===== config.mk =====
export PLATFORM = sky130hd
export DESIGN_NAME = irq_route_engine
export DESIGN_NICKNAME = d
export VERILOG_FILES = /design/src/rtl/irq_route_pkg.sv /design/src/rtl/irq_pin_slice.sv /design/src/rtl/irq_route_dp.sv /design/src/rtl/irq_route_ctl.sv /design/src/rtl/irq_route_engine.sv
export SDC_FILE = /design/constraint.sdc
export NUM_CORES = 1
export LEC_CHECK = 0
export ABC_AREA = 1
export BUFFER_PORTS_ARGS = -buffer_cell sky130_fd_sc_hd__buf_4
export CAP_MARGIN = 20
export CORE_ASPECT_RATIO = 1.75
export CORE_MARGIN = 3
export CORE_UTILIZATION = 57
export DETAILED_ROUTE_END_ITERATION = 16
export PLACE_DENSITY = 0.76
export SLEW_MARGIN = 0
export SYNTH_ARGS = -nofsm -noshare
export SYNTH_HDL_FRONTEND = slang
export SYNTH_HIERARCHICAL = 1
export SYNTH_SLANG_ARGS = --single-unit

===== constraint.sdc =====
create_clock -name clk -period 3.5 [get_ports clk]
set_clock_uncertainty 0.15 [all_clocks]
set_input_delay 0.525 -clock clk [delete_from_list [all_inputs] [get_ports clk]]
set_output_delay 0.525 -clock clk [all_outputs]
set_load 0.005 [all_outputs]

===== src/rtl/irq_route_pkg.sv =====
package irq_route_pkg;
  parameter int VEC_W     = 8;
  parameter int DEST_W    = 8;
  parameter int DMODE_W   = 3;
  parameter int PIN_IDX_W = 5;

  // Routing entry; bit positions are observed by software-visible writes.
  typedef struct packed {
    logic               mask;
    logic               trigLevel;
    logic               polarity;
    logic               destMode;
    logic [DMODE_W-1:0] delMode;
    logic [DEST_W-1:0]  dest;
    logic [VEC_W-1:0]   vector;
  } route_ent_t;

  localparam int ENT_W = $bits(route_ent_t);
  localparam route_ent_t ENT_RESET = '{mask: 1'b1, default: '0};

  // Fields an entry contributes to a delivery message.
  typedef struct packed {
    logic [DEST_W-1:0]  dest;
    logic [VEC_W-1:0]   vector;
    logic               destMode;
    logic               trigLevel;
    logic [DMODE_W-1:0] delMode;
  } deliv_t;

  typedef struct packed {
    logic [PIN_IDX_W-1:0] pin;
    deliv_t               body;
  } msg_t;

  // Strobes from control to datapath.
  typedef struct packed {
    logic                 load;
    logic [PIN_IDX_W-1:0] pin;
  } ctl_strb_t;
endpackage


===== src/rtl/irq_pin_slice.sv =====
module irq_pin_slice
  import irq_route_pkg::*;
(
  input  logic             clk,
  input  logic             rst_n,
  input  logic             wrHit,
  input  route_ent_t       wrEnt,
  input  logic             updHit,
  input  logic             rawLvl,
  input  logic             eoiValid,
  input  logic [VEC_W-1:0] eoiVector,
  input  logic             eoiLevel,
  input  logic             loadHit,
  output deliv_t           fields,
  output logic             pend,
  output logic             coalPulse,
  output logic             ackPulse
);
  route_ent_t ent, entNext;
  logic req, remote;
  logic eoiHit, eoiLvlHit, eff, reqNext, remMid;
  logic edgeRise, lvlFire, redo, svc, coal;

  always_comb begin
    entNext   = wrHit ? wrEnt : ent;
    eoiHit    = eoiValid && (entNext.vector == eoiVector);
    eoiLvlHit = eoiHit && eoiLevel;
    // write and level notice both release the remote-pending gate
    remMid    = remote && !wrHit && !eoiLvlHit;
    eff       = rawLvl ^ entNext.polarity;
    reqNext   = updHit ? eff : req;
    edgeRise  = updHit && eff && !entNext.trigLevel && !req;
    lvlFire   = updHit && eff && entNext.trigLevel && !remMid;
    coal      = updHit && eff && (entNext.trigLevel ? remMid : req);
    redo      = reqNext && ((wrHit && entNext.trigLevel) || eoiLvlHit);
    svc       = (edgeRise || lvlFire || redo) && !entNext.mask;
  end

  always_ff @(posedge clk) begin
    if (!rst_n) begin
      ent       <= ENT_RESET;
      req       <= 1'b0;
      remote    <= 1'b0;
      pend      <= 1'b0;
      coalPulse <= 1'b0;
      ackPulse  <= 1'b0;
    end else begin
      ent       <= entNext;
      req       <= reqNext;
      remote    <= remMid || (svc && entNext.trigLevel);
      pend      <= (pend && !loadHit && !(wrHit && wrEnt.mask)) || svc;
      coalPulse <= coal;
      ackPulse  <= eoiHit;
    end
  end

  always_comb begin
    fields.dest      = ent.dest;
    fields.vector    = ent.vector;
    fields.destMode  = ent.destMode;
    fields.trigLevel = ent.trigLevel;
    fields.delMode   = ent.delMode;
  end
endmodule


===== src/rtl/irq_route_dp.sv =====
module irq_route_dp
  import irq_route_pkg::*;
#(
  parameter int NUM_PINS = 8
) (
  input  logic                 clk,
  input  logic                 rst_n,
  input  logic                 tblWe,
  input  logic [PIN_IDX_W-1:0] tblIdx,
  input  route_ent_t           tblData,
  input  logic [NUM_PINS-1:0]  pinUpd,
  input  logic [NUM_PINS-1:0]  pinLvl,
  input  logic                 eoiValid,
  input  logic [VEC_W-1:0]     eoiVector,
  input  logic                 eoiLevel,
  input  ctl_strb_t            strb,
  output logic [NUM_PINS-1:0]  pendVec,
  output msg_t                 msgQ,
  output logic [NUM_PINS-1:0]  coalVec,
  output logic [NUM_PINS-1:0]  ackVec
);
  deliv_t fieldArr [NUM_PINS];
  deliv_t selBody;

  genvar g;
  generate
    for (g = 0; g < NUM_PINS; g++) begin : gPin
      irq_pin_slice uSlice (
        .clk       (clk),
        .rst_n     (rst_n),
        .wrHit     (tblWe && (tblIdx == PIN_IDX_W'(g))),
        .wrEnt     (tblData),
        .updHit    (pinUpd[g]),
        .rawLvl    (pinLvl[g]),
        .eoiValid  (eoiValid),
        .eoiVector (eoiVector),
        .eoiLevel  (eoiLevel),
        .loadHit   (strb.load && (strb.pin == PIN_IDX_W'(g))),
        .fields    (fieldArr[g]),
        .pend      (pendVec[g]),
        .coalPulse (coalVec[g]),
        .ackPulse  (ackVec[g])
      );
    end
  endgenerate

  always_comb begin
    selBody = '0;
    for (int i = 0; i < NUM_PINS; i++) begin
      if (strb.pin == PIN_IDX_W'(i)) selBody = fieldArr[i];
    end
  end

  always_ff @(posedge clk) begin
    if (!rst_n) begin
      msgQ <= '0;
    end else if (strb.load) begin
      msgQ.pin  <= strb.pin;
      msgQ.body <= selBody;
    end
  end
endmodule


===== src/rtl/irq_route_ctl.sv =====
module irq_route_ctl
  import irq_route_pkg::*;
#(
  parameter int NUM_PINS = 8
) (
  input  logic                clk,
  input  logic                rst_n,
  input  logic [NUM_PINS-1:0] pendVec,
  input  logic                msgReady,
  output ctl_strb_t           strb,
  output logic                msgValid
);
  logic [PIN_IDX_W-1:0] selPin;
  logic canLoad;

  // lowest-numbered scheduled pin wins
  always_comb begin
    selPin = '0;
    for (int i = NUM_PINS - 1; i >= 0; i--) begin
      if (pendVec[i]) selPin = PIN_IDX_W'(i);
    end
  end

  always_comb begin
    canLoad   = !msgValid || msgReady;
    strb.load = canLoad && (|pendVec);
    strb.pin  = selPin;
  end

  always_ff @(posedge clk) begin
    if (!rst_n)              msgValid <= 1'b0;
    else if (strb.load)      msgValid <= 1'b1;
    else if (msgReady)       msgValid <= 1'b0;
  end
endmodule


===== src/rtl/irq_route_engine.sv =====
module irq_route_engine
  import irq_route_pkg::*;
#(
  parameter int NUM_PINS = 8
) (
  input  logic                 clk,
  input  logic                 rst_n,
  input  logic                 tblWe,
  input  logic [PIN_IDX_W-1:0] tblIdx,
  input  logic [ENT_W-1:0]     tblData,
  input  logic [NUM_PINS-1:0]  pinUpd,
  input  logic [NUM_PINS-1:0]  pinLvl,
  input  logic                 eoiValid,
  input  logic [VEC_W-1:0]     eoiVector,
  input  logic                 eoiLevel,
  output logic                 msgValid,
  input  logic                 msgReady,
  output logic [PIN_IDX_W-1:0] msgPin,
  output logic [DEST_W-1:0]    msgDest,
  output logic [VEC_W-1:0]     msgVector,
  output logic                 msgDestMode,
  output logic                 msgTrigMode,
  output logic [DMODE_W-1:0]   msgDelMode,
  output logic                 msgLevel,
  output logic [NUM_PINS-1:0]  coalescePulse,
  output logic [NUM_PINS-1:0]  eoiAck
);
  ctl_strb_t strb;
  msg_t msgQ;
  logic [NUM_PINS-1:0] pendVec;

  irq_route_dp #(.NUM_PINS(NUM_PINS)) uDp (
    .clk       (clk),
    .rst_n     (rst_n),
    .tblWe     (tblWe),
    .tblIdx    (tblIdx),
    .tblData   (route_ent_t'(tblData)),
    .pinUpd    (pinUpd),
    .pinLvl    (pinLvl),
    .eoiValid  (eoiValid),
    .eoiVector (eoiVector),
    .eoiLevel  (eoiLevel),
    .strb      (strb),
    .pendVec   (pendVec),
    .msgQ      (msgQ),
    .coalVec   (coalescePulse),
    .ackVec    (eoiAck)
  );

  irq_route_ctl #(.NUM_PINS(NUM_PINS)) uCtl (
    .clk      (clk),
    .rst_n    (rst_n),
    .pendVec  (pendVec),
    .msgReady (msgReady),
    .strb     (strb),
    .msgValid (msgValid)
  );

  assign msgPin      = msgQ.pin;
  assign msgDest     = msgQ.body.dest;
  assign msgVector   = msgQ.body.vector;
  assign msgDestMode = msgQ.body.destMode;
  assign msgTrigMode = msgQ.body.trigLevel;
  assign msgDelMode  = msgQ.body.delMode;
  assign msgLevel    = 1'b1;
endmodule


## Word-level counts from Yosys, hierarchy flattened

Index checks and enable logic that the tools add are counted.

- Add/subtract/negate cells: 0
- $mul: 0
- Div/mod/pow operators: 0
- Order comparisons: 0
- Equality and inequality tests: 22
- Shift-type cells: 0
- Muxes and demuxes: 42
- Bitwise operators: 8
- Reductions and logical operators: 263

Operator list:

| operator | number |
|---|---|
| $mux 23 | 8 |
| $mux 21 | 8 |
| $logic_and 1x1->1 | 153 |
| $logic_not 1->1 | 65 |
| $eq 8x8->1 | 8 |
| $logic_or 1x1->1 | 41 |
| $eq 5x3->1 const B | 8 |
| $mux 3 | 8 |
| $eq 5x2->1 const B | 4 |
| $mux 1 | 18 |
| $eq 5x1->1 const B | 2 |
| $logic_not 5->1 | 2 |
| $reduce_or 8->1 | 1 |
| $xor 1x1->1 | 8 |
| $reduce_bool 2->1 | 1 |

- Register bits: 251
- Bits in latches: 0
- Memory bits (writable): 0
- ROM bits: 0
- Logic and storage cells: 438
- Memories: 0

## Logic depth before layout (Yosys ltp)

- Depth after elaboration: 17
- Mapped depth: 18

## By module

Netlist, hierarchy kept.

Modules (own cells, without submodules):

| module | instances | cells an instance | area an instance (um^2) | seq. area each (um^2) |
|---|---|---|---|---|
| irq_pin_slice | 8 | 217 | 1,508.9 | 560.5 |
| irq_route_dp | 1 | 473 | 2,472.4 | 520.5 |
| irq_route_ctl | 1 | 30 | 161.4 | 20.0 |
| irq_route_engine | 1 | 2 | 11.3 | 0.0 |

## Worst setup path after synthesis

Ideal clock, no wire load.

- Kind: input-to-reg
- From: in tblIdx[4]
- To: reg uDp.gPin[2].uSlice.pend
- Data arrival time: 2,111 ps
- Setup slack: 1,173 ps
- Cell stages on the path: 17
- Buffers on the path: 2
- Path through: inv_1 -> nand4_1 -> nor3_1 -> buf_6 -> buf_12 -> nand2_2 -> nand3_2 -> nand2_2 -> nor2_2 -> nand2_1 -> nor2_2 -> nand3_2 -> nand2_1 -> nand2_1 -> nand2_1 -> nand2_1 -> a21oi_2

- Word-level cells in the longest chain between the ends: 14
- Elaborated cells on any way between the ends: 30

RTL lines:

| what | RTL line | source |
|---|---|---|
| start: declaration | irq_route_engine.sv:9 | `input logic [PIN_IDX_W-1:0] tblIdx,` |
| $eq 5x2->1 (*) | irq_route_dp.sv:31 | `.wrHit (tblWe && (tblIdx == PIN_IDX_W'(g))),` |
| $logic_and 1x1->1 (*) | irq_route_dp.sv:31 |  |
| $mux 23 | irq_pin_slice.sv:25 | `entNext = wrHit ? wrEnt : ent;` |
| $eq 8x8->1 | irq_pin_slice.sv:26 | `eoiHit = eoiValid && (entNext.vector == eoiVector);` |
| $logic_and 1x1->1 | irq_pin_slice.sv:26 |  |
| $logic_and 1x1->1 | irq_pin_slice.sv:27 | `eoiLvlHit = eoiHit && eoiLevel;` |
| $logic_not 1->1 | irq_pin_slice.sv:29 | `remMid = remote && !wrHit && !eoiLvlHit;` |
| $logic_and 1x1->1 | irq_pin_slice.sv:29 |  |
| $logic_not 1->1 | irq_pin_slice.sv:33 | `lvlFire = updHit && eff && entNext.trigLevel && !remMid;` |
| $logic_and 1x1->1 | irq_pin_slice.sv:33 |  |
| $logic_or 1x1->1 (2 in series) | irq_pin_slice.sv:36 | `svc = (edgeRise \|\| lvlFire \|\| redo) && !entNext.mask;` |
| $logic_and 1x1->1 | irq_pin_slice.sv:36 |  |
| $logic_or 1x1->1 (*) | irq_pin_slice.sv:51 | `pend <= (pend && !loadHit && !(wrHit && wrEnt.mask)) \|\| svc;` |
| end signal: assignment | irq_pin_slice.sv:51 |  |
| end: declaration | irq_pin_slice.sv:15 | `output logic pend,` |

Mark *: on every way between the ends. The rest lies on a longest branch, timed or not.
A chain may end at the register's enable or synchronous reset.

==> flow_summary_export.csv <==
group,metric,value,unit
clock_network,clockBufferDepth,3,
layout,stdcell_area,15100,µm²
sta,rsz0062_at_grt,"false",
synth,ys_ff_latch,251,
critical_path,path_cells,"inv_1 > nand4_1 > nor2_2 > a21oi_1 > inv_1 > nor2_2 > buf_4 > a22oi_1 > a21oi_1",
synth,synth_area,14700,µm²
clock_network,cts.clk_slew.worst_paths,70,ps
critical_path,cp_slowest_stage_delay,780,ps
clock_network,cts_max_level,1,
run_status,status,"finished, final reports clean",
routing,first_iter_violations,1342,
layout,syn_to_final_growth,2.42,%
sta,layout_setup_ws,477,ps
sta,slew_headroom,32.5,%
sta,finalHoldViolations,0,
routing,drtPass1Iterations,6,
critical_path,path_buf_inv,3,
synth,synthAdderAreaFrac,0,%
clock_network,cts_buffers,24,
synth,yosys.area_share.simple,35.4,%
routing,wl_per_cell,17.5,µm
clock_network,cts_resized,0,
die,dieArea,27900,µm²
routing,vias,13600,
critical_path,crit_family,"compound AO/OA/AOI/OAI gates",
grt,grtUsageTotal,30.6,%
placed_design,portBuffers,100,
clock_network,cts.sinks,251,
sta,period_share,86.4,%
power_and_ir_drop,p_leak,6.99,nW
power_and_ir_drop,peakVddDrop,343,µV
critical_path,required,3810,ps
critical_path,critPathKind,"reg -> reg",
sta,worst_slew_pin_slew,1010,ps
sta,slew_viol_final,0,
synth,synthDominantCellAreaShare,34.1,%
layout,final_cell_mix,"520 x nand2_1, 391 x nor2_1, 251 x inv_1, 251 x dfxtp_1, 130 x buf_4",
layout,nets,2205,
sta,fmax,0.331,GHz
power_and_ir_drop,cellPowerDensity,402,nW/µm²
grt,grt_pass1_wl,67.4,mm
layout,antenna_cells,0,
critical_path,cp-startpoint,"uDp/gPin[1].uSlice/pend",
placed_design,place_ws,507,ps
die,core.rowCount,77,
critical_path,critPathMaxFanout,21,
die,core,25300,µm²
placed_design,dp_hpwl,30.8,mm
power_and_ir_drop,power,0.00606,W
placed_design,placed_area,14300,µm²
critical_path,cp_slowest_cell,"a21oi_1",
min_path,hp-class,"in -> reg",
layout,final_common_cell,"nand2_1",
synth,synth_xor_area_share,0.476,%
clock_network,clock-root-buffer,"clkbuf_16",
critical_path,cp.arrival,3330,ps
synth,synth_seq_area_share,34.1,%
placed_design,globalplace.congestion,0.983,
die,num_io_pins,102,
layout,fillCellCount,2478,
synth,synth_top_area_cell,"dfxtp_1",
synth,avgSynthCellArea,6.57,µm²
synth,muxShareOfSynthArea,0.544,%
clock_network,insertion_delay,530,ps
sta,setup_violations,0,
grt,grt_pass1_vias,13100,
sta,setup_tns,0,ps
critical_path,startpoint_type,"flip-flop",
die,fp.dieH,219,µm
grt,grt_max_degree,47,
critical_path,r2r_end,"uDp/msgQ[3]",
grt,antenna_found_initial,0,
die,die_x,127,µm
clock_network,hold_buffers,0,
layout,layout-drive-gt1-share,15.5,%
routing,final_antenna_net_count,0,
synth,synth_top_family_by_area,"simple AND/OR/NAND/NOR gates",
critical_path,r2r_setup_slack,480,ps
routing,routed_wl,43.4,mm
sta,layout_min_cycle_time,3020,ps
critical_path,crit_path_end,"uDp/msgQ[3]",
job,maxCapViolCount,0,
die,start_util,58.1,%
routing,post-route-drc-count,0,
synth,synth_cell_types,31,
grt,grt_overflow_total,0,
synth,synth_area_leaders,"dfxtp_1 34%, nand2_1 13%, nor2_1 10%, buf_4 9.4%, inv_1 6.4%",
synth,synth_compound_area_share,9.85,%
critical_path,path_depth,9,
routing,vias_per_cell,5.47,
clock_network,cts_setup_buffers,0,
clock_network,cts_tree,"yes",
synth,synth_cells,2241,
synth,yosys_warnings,6,
critical_path,r2r_start,"uDp/gPin[1].uSlice/pend",
critical_path,r2r_cells,9,
critical_path,cp-end-kind,"flip-flop",
-- area by class of cell --
type / instances / area (µm²) / area share (%)
multi-input combinational: 1469 / 6850 / 45.5
sequential: 251 / 5020 / 33.3
timing repair buffer: 132 / 1020 / 6.74
inverter: 269 / 1010 / 6.70
clock buffer: 32 / 702 / 4.66
tap: 316 / 395 / 2.62
clock inverter: 9 / 73.8 / 0.490
-- per-stage QoR --
step	hold WS [ps]	util, %	instances
6_report	162	59.5	2478
5_1_grt	173	59.5	2478
4_1_cts	145	59.5	2478
3_5_place_dp	326	56.4	2437
3_3_place_gp	319	56.4	2437
2_1_floorplan	312	-	2242
-- sequential cells by signal (all words and copies together) (netlist names) --
signal and count:
uCtl/msgValid 1, uDp/gPin.uSlice/ackPulse 8, uDp/gPin.uSlice/coalPulse 8, uDp/gPin.uSlice/ent 16, uDp/gPin.uSlice/fields 168, uDp/gPin.uSlice/pend 8
uDp/gPin.uSlice/remote 8, uDp/gPin.uSlice/req 8, uDp/msgQ 26
-- worst min-delay path by stage --
stage / from / endpoint / cells after the start
floorplan: uDp/msgQ[13] / uDp/msgQ[13] / 2
global placement: uDp/msgQ[13] / uDp/msgQ[13] / 2
detailed placement: uDp/msgQ[13] / uDp/msgQ[13] / 2
CTS: msgReady / uCtl/msgValid / 4
global route: msgReady / uCtl/msgValid / 4
finish: pinUpd[7] / uDp/gPin[7].uSlice/coalPulse / 3
-- where the power goes --
group	leakage (nW)	switching [W]	internal (W)
Combinational	4.57	0.000377	0.000159
Clock	0.392	0.00114	0.00148
Sequential	2.03	0.0000201	0.00289
-- worst reg2reg max path: cells and delay by family (launching register included) --
family          cells  cell delay, ps
simple gates        3             430
buf+inv             3             870
flops               1             400
compound gates      3            1100
-- logic make-up after synthesis --
kind of cell              count (synthesis)
buffers and inverters                   522
AOI/OAI and AO/OA                       261
DFF                                     251
other                                     2
and+or+nand+nor                        1189
xor gates and xnor gates                  8
muxes                                     8
-- synthesized netlist by cell type, drive strengths merged --
| library cell | number |
|---|---|
| nand2 | 577 |
| nor2 | 421 |
| inv | 269 |
| dfxtp | 251 |
| buf | 221 |
| o21ai | 137 |
| nand3 | 102 |
| a21oi | 78 |
| nand4 | 43 |
| clkbuf | 32 |
| nor3 | 21 |
| a22oi | 20 |
| nand3b | 16 |
| a21boi | 9 |
| or2 | 9 |
| a211oi | 8 |
| mux2i | 8 |
| o211ai | 8 |
| xnor2 | 8 |
| conb | 2 |
| a31oi | 1 |
-- per-layer routing --
layer | GRT usage (%) | up-vias | part of all wire [%]
met1 | 34.1 | 6164 | 37
met5 | 0 | - | 0
li1 | - | 6600 | -
met3 | 3.67 | 192 | 6.3
met4 | 26.6 | 0 | 9.6
met2 | 50.9 | 610 | 47
Note: power is estimated with default switching activity, not from simulation.
